`config.mk`:
```
export PLATFORM = sky130hd
export DESIGN_NAME = brev_wr_agen
export DESIGN_NICKNAME = d
export VERILOG_FILES = /design/src/rtl/brev_addr_pkg.sv /design/src/rtl/brev_mode_decode.sv /design/src/rtl/brev_gate.sv /design/src/rtl/brev_rc_adder.sv /design/src/rtl/brev_seq_step.sv /design/src/rtl/brev_wr_agen.sv
export SDC_FILE = /design/constraint.sdc
export NUM_CORES = 1
export LEC_CHECK = 0
export BUFFER_PORTS_ARGS = -buffer_cell sky130_fd_sc_hd__buf_2
export CORE_MARGIN = 5
export CORE_UTILIZATION = 43
export DETAILED_ROUTE_END_ITERATION = 10
export PLACE_DENSITY_LB_ADDON = 0.15
export SETUP_SLACK_MARGIN = 0.1
export SYNTH_ARGS = -nofsm -noshare
export SYNTH_HDL_FRONTEND = slang
export SYNTH_SLANG_ARGS = --single-unit
```
`constraint.sdc`:
```
create_clock -name clk -period 15.6 [get_ports clk]
set_clock_uncertainty 0.1 [all_clocks]
set_input_delay 2.34 -clock clk [delete_from_list [all_inputs] [get_ports clk]]
set_output_delay 2.34 -clock clk [all_outputs]
set_load 0.02 [all_outputs]
```
`src/rtl/brev_addr_pkg.sv`:
```
package brev_addr_pkg;
  localparam logic [2:0] AM_INDIRECT = 3'd0;
  localparam logic [2:0] AM_POST_DEC = 3'd1;
  localparam logic [2:0] AM_POST_INC = 3'd2;
  localparam logic [2:0] AM_PRE_DEC  = 3'd3;
  localparam logic [2:0] AM_PRE_INC  = 3'd4;

  typedef struct packed {
    logic pre;   // address used for the access is the updated one
    logic inc;   // pointer moves upward
    logic dec;   // pointer moves downward
  } amode_dec_t;
endpackage

```
`src/rtl/brev_mode_decode.sv`:
```
module brev_mode_decode
  import brev_addr_pkg::*;
(
  input  logic [2:0] amode,
  output amode_dec_t dec
);
  always_comb begin
    dec = '0;
    unique case (amode)
      AM_POST_DEC: dec.dec = 1'b1;
      AM_POST_INC: dec.inc = 1'b1;
      AM_PRE_DEC:  begin dec.dec = 1'b1; dec.pre = 1'b1; end
      AM_PRE_INC:  begin dec.inc = 1'b1; dec.pre = 1'b1; end
      default:     dec = '0;
    endcase
  end
endmodule

```
`src/rtl/brev_gate.sv`:
```
module brev_gate #(
  parameter int SEL_W     = 4,
  parameter int STACK_SEL = 15
) (
  input  logic             rev_en,
  input  logic [SEL_W-1:0] ptr_sel,
  input  logic             inc_mode,
  input  logic             is_byte,
  output logic             active
);
  localparam logic [SEL_W-1:0] STACK_IDX = SEL_W'(STACK_SEL);

  logic sel_ok;
  assign sel_ok = (ptr_sel != STACK_IDX);
  assign active = rev_en & sel_ok & inc_mode & ~is_byte;
endmodule

```
`src/rtl/brev_rc_adder.sv`:
```
// Reverse-carry adder: carries travel from bit i+1 into bit i; carry out of bit 0 is lost.
module brev_rc_adder #(
  parameter int W = 15
) (
  input  logic [W-1:0] a,
  input  logic [W-1:0] b,
  output logic [W-1:0] sum
);
  logic [W:0] carry;
  assign carry[W] = 1'b0;

  for (genvar i = W - 1; i >= 0; i--) begin : g_bit
    assign sum[i]   = a[i] ^ b[i] ^ carry[i+1];
    assign carry[i] = (a[i] & b[i]) | (a[i] & carry[i+1]) | (b[i] & carry[i+1]);
  end
endmodule

```
`src/rtl/brev_seq_step.sv`:
```
module brev_seq_step
  import brev_addr_pkg::*;
#(
  parameter int ADDR_W = 16
) (
  input  logic [ADDR_W-1:0] ptr,
  input  amode_dec_t        dec,
  input  logic              is_byte,
  output logic [ADDR_W-1:0] next
);
  logic [ADDR_W-1:0] size;
  assign size = is_byte ? ADDR_W'(1) : ADDR_W'(2);

  always_comb begin
    if (dec.inc)      next = ptr + size;
    else if (dec.dec) next = ptr - size;
    else              next = ptr;
  end
endmodule

```
`src/rtl/brev_wr_agen.sv`:
```
module brev_wr_agen
  import brev_addr_pkg::*;
#(
  parameter int ADDR_W    = 16,
  parameter int SEL_W     = 4,
  parameter int STACK_SEL = 15
) (
  input  logic              clk,
  input  logic              rst,
  input  logic              req_valid,
  input  logic [ADDR_W-1:0] ptr_in,
  input  logic [ADDR_W-2:0] modifier,
  input  logic              rev_en,
  input  logic [SEL_W-1:0]  ptr_sel,
  input  logic [2:0]        amode,
  input  logic              is_byte,
  output logic              out_valid,
  output logic [ADDR_W-1:0] ea_out,
  output logic [ADDR_W-1:0] ptr_next,
  output logic              rev_applied,
  output logic              modulo_inhibit
);
  localparam int WORD_W = ADDR_W - 1;

  amode_dec_t        dec;
  logic              active;
  logic [ADDR_W-1:0] seq_next;
  logic [WORD_W-1:0] rev_word;
  logic [ADDR_W-1:0] rev_next;
  logic [ADDR_W-1:0] old_word_ptr;
  logic [ADDR_W-1:0] upd_ptr;
  logic [ADDR_W-1:0] acc_ptr;

  brev_mode_decode u_dec (
    .amode (amode),
    .dec   (dec)
  );

  brev_gate #(.SEL_W(SEL_W), .STACK_SEL(STACK_SEL)) u_gate (
    .rev_en   (rev_en),
    .ptr_sel  (ptr_sel),
    .inc_mode (dec.inc),
    .is_byte  (is_byte),
    .active   (active)
  );

  brev_seq_step #(.ADDR_W(ADDR_W)) u_seq (
    .ptr     (ptr_in),
    .dec     (dec),
    .is_byte (is_byte),
    .next    (seq_next)
  );

  brev_rc_adder #(.W(WORD_W)) u_rca (
    .a   (ptr_in[ADDR_W-1:1]),
    .b   (modifier),
    .sum (rev_word)
  );

  assign rev_next     = {rev_word, 1'b0};
  assign old_word_ptr = {ptr_in[ADDR_W-1:1], 1'b0};

  always_comb begin
    if (active) begin
      upd_ptr = rev_next;
      acc_ptr = dec.pre ? rev_next : old_word_ptr;
    end else begin
      upd_ptr = seq_next;
      acc_ptr = dec.pre ? seq_next : ptr_in;
    end
  end

  always_ff @(posedge clk) begin
    if (rst) begin
      out_valid      <= 1'b0;
      ea_out         <= '0;
      ptr_next       <= '0;
      rev_applied    <= 1'b0;
      modulo_inhibit <= 1'b0;
    end else begin
      out_valid <= req_valid;
      if (req_valid) begin
        ea_out         <= acc_ptr;
        ptr_next       <= upd_ptr;
        rev_applied    <= active;
        modulo_inhibit <= active;
      end
    end
  end
endmodule

```
# Yosys cells after proc, flatten, opt, wreduce, memory -nomap -nowiden
# Cells that the tools add are included.
[word_totals] regBits=34 input_bits=43 out_inout_bits=35 elab_cells=123
[op_classes] add_sub_neg=2 eq_ne=5 muxes=10 bitwise_logic=99 n_reduce_logical=3
[ops] cell="16-bit two-way mux" count=6
[ops] cell="1-bit AND" count=43
[ops] cell="1-bit bitwise XOR" count=29
[ops] cell="1-bit bitwise OR" count=26
[ops] cell="16-bit adder" count=1
[ops] cell="16-bit subtractor" count=1
[ops] cell="3-bit by 2-bit equality test with 1-bit output, second input constant" count=2
[ops] cell="2-bit OR reduction" count=3
[ops] cell="4-bit != test, second input constant" count=1
[ops] cell="3-bit by 1-bit equality test with 1-bit output, second input constant" count=1
[ops] cell="3-bit equality test, second input constant" count=1
[ops] cell="1-bit two-way mux" count=3
[ops] cell="2-bit two-way mux" count=1
[ops] cell="1-bit inverter" count=1

# Longest topological paths before layout
[logic_depth] depth_word=43 mapped_depth=18 depth_no_buf=18

# Hierarchy
# A second synthesis with hierarchy kept.
[unflattened] hier_cells=260 area_unflattened_um2=2565.0
[by_module_without_submodules] module="brev_wr_agen" instances=1 cells_each=152 area_per_inst_um2=1619.1 seq_area_each_um2=680.7
[by_module_without_submodules] module="brev_seq_step" instances=1 cells_each=86 area_per_inst_um2=599.3 seq_area_each_um2=0.0
[by_module_without_submodules] module="brev_rc_adder" instances=1 cells_each=15 area_per_inst_um2=296.5 seq_area_each_um2=0.0
[by_module_without_submodules] module="brev_mode_decode" instances=1 cells_each=5 area_per_inst_um2=33.8 seq_area_each_um2=0.0
[by_module_without_submodules] module="brev_gate" instances=1 cells_each=2 area_per_inst_um2=16.3 seq_area_each_um2=0.0

# Worst setup path before layout
# No wires, ideal clock.
[synth_path] kind="in2reg" start="input ptr_in[15]" end="register ea_out[2]" setup_ps=91 arrival_ps=8139 t_required_ps=15409 path_slack_ps=7270 stages=18 n_path_buf=0 cell_sequence="ha_1 -> fa_1 -> fa_1 -> fa_1 -> fa_1 -> fa_1 -> fa_1 -> fa_1 -> fa_1 -> fa_1 -> fa_1 -> fa_1 -> fa_1 -> fa_1 -> inv_1 -> a211oi_1 -> nand3_1 -> a311oi_1"
[synth_between] elab_chain_len=40 word_cells_on_any_way=52 cone_classes="mux (2); bitwise (50)"
[synth_lines] element="start, declared" line_no="brev_wr_agen.sv:11" text="input logic [ADDR_W-1:0] ptr_in,"
[synth_lines] element="1-bit AND (*)" line_no="brev_rc_adder.sv:14" text="assign carry[i] = (a[i] & b[i]) | (a[i] & carry[i+1]) | (b[i] & carry[i+1]);"
[synth_lines] element="1-bit AND" line_no="brev_rc_adder.sv:14"
[synth_lines] element="1-bit bitwise OR" line_no="brev_rc_adder.sv:14"
[synth_lines] element="1-bit bitwise OR (*)" line_no="brev_rc_adder.sv:14"
[synth_lines] element="1-bit AND" line_no="brev_rc_adder.sv:14"
[synth_lines] element="1-bit bitwise OR" line_no="brev_rc_adder.sv:14"
[synth_lines] element="1-bit bitwise OR (*)" line_no="brev_rc_adder.sv:14"
[synth_lines] element="1-bit AND" line_no="brev_rc_adder.sv:14"
[synth_lines] element="[24 not listed]"
[synth_lines] element="1-bit bitwise OR" line_no="brev_rc_adder.sv:14"
[synth_lines] element="1-bit bitwise OR (*)" line_no="brev_rc_adder.sv:14"
[synth_lines] element="1-bit AND" line_no="brev_rc_adder.sv:14"
[synth_lines] element="1-bit bitwise OR" line_no="brev_rc_adder.sv:14"
[synth_lines] element="1-bit bitwise OR (*)" line_no="brev_rc_adder.sv:14"
[synth_lines] element="1-bit bitwise XOR (*)" line_no="brev_rc_adder.sv:13" text="assign sum[i] = a[i] ^ b[i] ^ carry[i+1];"
[synth_lines] element="16-bit two-way mux (*)" line_no="brev_wr_agen.sv:66" text="acc_ptr = dec.pre ? rev_next : old_word_ptr;"
[synth_lines] element="16-bit two-way mux (*)" line_no="brev_wr_agen.sv:64" text="if (active) begin"
[synth_lines] element="end signal, assigned" line_no="brev_wr_agen.sv:83" text="ea_out <= acc_ptr;"
[synth_lines] element="end, declared" line_no="brev_wr_agen.sv:18" text="output logic [ADDR_W-1:0] ea_out,"
# Mark *: on every way between the ends. The rest lies on a longest branch, timed or not.
# A chain may end at the register's enable or synchronous reset.

# Final worst setup path
# Same ends and word-level chain as after synthesis.

==> results.md <==
- The total wire length after detailed routing is 8640 um.
- In this run the critical register-to-register path is launched from ptr_next[15].
- STA classifies the critical path startpoint as an input port.
- The number of antenna diodes in the final layout is 0.
- Once the clock tree was built, the resizer swapped 0 gates to a different size.
- The slowest stage of the critical path is the sky130_fd_sc_hd__fa_1 cell.
- The instance count of the mapped netlist is about 370.
- The area of the die is about 9000 um^2.
- The share of total power dissipated in the clock network is between 20% and 30%.
- Setup repair after global routing left no endpoint under its margin.
- Global routing used 20.0% of the available tracks.
- The critical path is of the in -> reg type.
- The CTS root buffer is sky130_fd_sc_hd__clkbuf_8.
- After detailed routing, the number of remaining DRC violations is 0.
- The clock reaches the later pin of the worst-skew pair after roughly 0.29 ns.
- The share of total power in sequential cells is slightly below 40%.
- Based on the critical path, the design can be clocked at up to 0.118 GHz.
- The number of buffers created by CTS is 5.
- STA puts the critical path data required time at 15.69 ns.
- Along the worst path, the maximum fanout reaches 6.
- Power spread over the standard cell area amounts to ~70 nW/um^2.
- The number of sinks on the clock net is 34.
- The portion of the post-synthesis area used by sequential elements is 22.1%.
- Max-cap violations in this run came to 0.
- Once the floorplan was initialized, standard cells occupied between 40 and 50% of the core.
- The clock tree from TritonCTS is done.
- Yosys mapped a number of flops with a built-in enable equal to 0.
- The maximum vdd drop is 0.0306 mV.
- Once the clock tree was built, the setup fixing pass inserted 0 buffers.
- The internal portion of the total power is roughly 0.16 mW.
- Leaving out fill and tap cells, the most frequent cell in the layout is sky130_fd_sc_hd__buf_2.
- The number of placement rows is 30.
- In the layout the commonest cells are sky130_fd_sc_hd__buf_2, sky130_fd_sc_hd__nor2_1, sky130_fd_sc_hd__dfxtp_1, sky130_fd_sc_hd__a21oi_1, sky130_fd_sc_hd__nand3_1.
- At the end of routability-driven placement, the weighted congestion stood at a little over 0.8.
- After the flow finishes, the layout carries non-filler instances totaling 524.
- The clock transition at the registers of the reported paths is approximately 0.07 ns.
- The residual antenna-violating net count after detailed routing is 0.
- Of the total power, the share spent switching nets is between 30% and 40%.
- The terminus of the critical flop-to-flop path is ptr_next[15].
- The total setup violations reported at the end of the flow is 0.
- After layout, the minimum clock period comes to between 8 and 9 ns.
- Counting flops with an async set or reset pin after synthesis yields a share of 0%.
- The total of hold buffers inserted after clock tree synthesis is 0.
- The final period utilization is between 50% and 60%.
- The number of global-route vias before repair is slightly below 3,000.
- Once placement completed, the tool counted placed cells totaling about 520.
- Before antenna repair, the detailed router went through 4 iterations.
- In this run the number of H-tree levels came out at 2.
- The initial antenna violation count came to 0.
- In this run the worst setup path terminates at ea_out[2].
- At the pin with the least slew margin, the transition time is ~0.78 ns.
- The data arrival time at the worst-slack endpoint is 8.57 ns.
- Summed over all nets, the switching power comes to 0.0866 mW.
- The average wire length per cell after detail routing is 16.5 um.
- The worst hold path begins at ea_out[0].
- In this run, the number of DRC markers left after iteration 0 of detailed routing was between 100 and 150.
- From synthesis to final layout, the design area changed by 14.1%.
- The width of the die is 94.5 um.
- Yosys printed 0 warnings.
- The layout has 701 filler cells.
- The signal on the critical path passes through buf_2 > ha_1 > fa_1 > fa_1 > fa_1 > fa_1 > fa_1 > fa_1 > fa_1 > fa_1 > fa_1 > fa_1 > fa_1 > fa_1 > fa_1 > inv_1 > a211oi_1 > nand3_1 > a311oi_1.
- Synthesis inferred 34 register bits.
- The total negative slack is 0 ns.
- Global routing finished with a remaining overflow of 0.
- The first global-routing pass estimated 14,300 um of wire.
- The leakage power is approximately 1.5 nW.
- In this run the register-to-register setup slack is approximately 15 ns.
- In this run the tightest slew margin relative to its limit is roughly 48%.
- The post-synthesis area per instance is about 8.2 um^2.
- The routed via count divided by cell count is between 5 and 6.
- The final hold violation count came to 0.
- The ratio of cells with drive above 1 in the final layout is 23.6%.
- The total of buffers placed on input and output ports is slightly below 80.
- The wire-length estimate of the detail-placed layout is ~6400 um.
- The largest net degree at the start of global routing is 70.
- When the netlist entered floorplanning its net count stood at 436.
- The tightest min-delay check is of the reg -> reg type.
- The most frequently used flop master after synthesis is sky130_fd_sc_hd__dfxtp_1.
- The cell repeated most along the worst path is sky130_fd_sc_hd__fa_1.
- The distinct cell type count of the synthesized netlist is slightly below 70.
- The number of buffers on the longest clock path is 2.
- The I/O pin count is between 70 and 80.
- The largest single stage delay on the critical path is around 0.49 ns.
- The source of the critical timing path is ptr_in[15].
- Measured along the y axis, the die boundary spans 94.5 um.
- Of the total power, combinational logic draws between 30% and 40%.
- STA classifies the critical path endpoint as a flip-flop.
- The max-slew violation count is 0.
- The final route contains slightly above 3,000 vias.
- For the worst flop-to-flop path, the logic depth is 3.
- The flow ran to the end, and the final reports show no timing, DRC or antenna violations.
- Cells fill 51.1% of the core in the end.
- The final layout contains 490 nets.
- The cell area that synthesis handed to floorplanning was ~3100 um^2.
- The core region area is 6870 um^2.
-- metrics by stage --
step	power [mW]	hold WS, ns	setup slack (ns)	area, um^2
floorplan	0.154	0.444	7.27	3070
global placement	0.178	0.355	6.94	3420
detailed placement	0.179	0.357	6.75	3420
CTS	0.249	0.375	7.10	3510
global route	0.263	0.381	6.86	3510
finish	0.247	0.370	7.12	3510
-- per-layer routing --
layer | vias up | GRT usage [%] | wire, um
li1 | 1499 | - | -
met4 | 0 | 5.05 | 157
met3 | 15 | 4.54 | 564
met5 | - | 0 | 0
met2 | 100 | 33.7 | 4050
met1 | 1424 | 26.0 | 3870
-- worst min-delay path by stage --
stage	endpoint	slack, ns	depth (start not counted)
5_1_grt	ea_out[0]	0.38	2
3_3_place_gp	ea_out[0]	0.36	2
2_1_floorplan	ea_out[0]	0.44	2
4_1_cts	ea_out[0]	0.37	2
6_report	ea_out[0]	0.37	2
3_5_place_dp	ea_out[0]	0.36	2
-- kinds of logic after synthesis --
family	count (synthesis)	share of synthesized area [%]
xor+xnor	9	3.42
fa+ha+maj	20	11.8
simple gates	160	29.7
flops	34	22.1
compound gates	98	22.9
buf+inv	44	7.37
mux	8	2.65
-- worst max-delay path: cells and delay by family --
family | cells | cell delay (ns)
fa+ha+maj | 14 | 5.38
buf+inv | 2 | 0.17
simple gates | 1 | 0.11
compound gates | 2 | 0.57
-- area by class of cell --
class / instances / area (um^2) / area share [%]
inverter: 11 / 41.3 / 1.18
clock inverter: 1 / 5.00 / 0.143
multi-input combinational: 295 / 2170 / 61.8
tap: 96 / 120 / 3.42
clock buffer: 7 / 86.3 / 2.46
timing repair buffer: 80 / 408 / 11.6
sequential: 34 / 681 / 19.4
-- flip-flops by register name, summed over array words and instances (netlist names) --
| signal | count |
|---|---|
| ea_out | 16 |
| modulo_inhibit | 1 |
| out_valid | 1 |
| ptr_next | 16 |
-- cells in the mapped netlist (all sizes together), types with 6 or more instances --
cell / instances / area share, %
a211oi: 9 / 2.2
fa: 15 / 9.8
dfxtp: 34 / 22
nor2: 35 / 4.3
nand2b: 11 / 2.2
clkbuf: 18 / 2.2
o21ai: 10 / 1.6
mux2i: 7 / 2.3
inv: 11 / 1.3
nand2: 18 / 2.3
buf: 15 / 3.8
or3: 9 / 1.8
nand3: 18 / 2.9
and3: 6 / 1.2
nor3: 9 / 1.6
a31oi: 10 / 2.0
nand4: 10 / 2.0
nor2b: 12 / 2.4
a21oi: 20 / 3.3
-- power by group through the flow --
stage / registers (mW) / clock network [mW] / logic [mW]
floorplan: 0.106 / 0 / 0.0477
global placement: 0.0980 / 0 / 0.0804
detailed placement: 0.0981 / 0 / 0.0812
CTS: 0.0962 / 0.0712 / 0.0818
global route: 0.0970 / 0.0756 / 0.0901
finish: 0.0962 / 0.0695 / 0.0811
No activity file was read; power rests on OpenSTA's default activity.
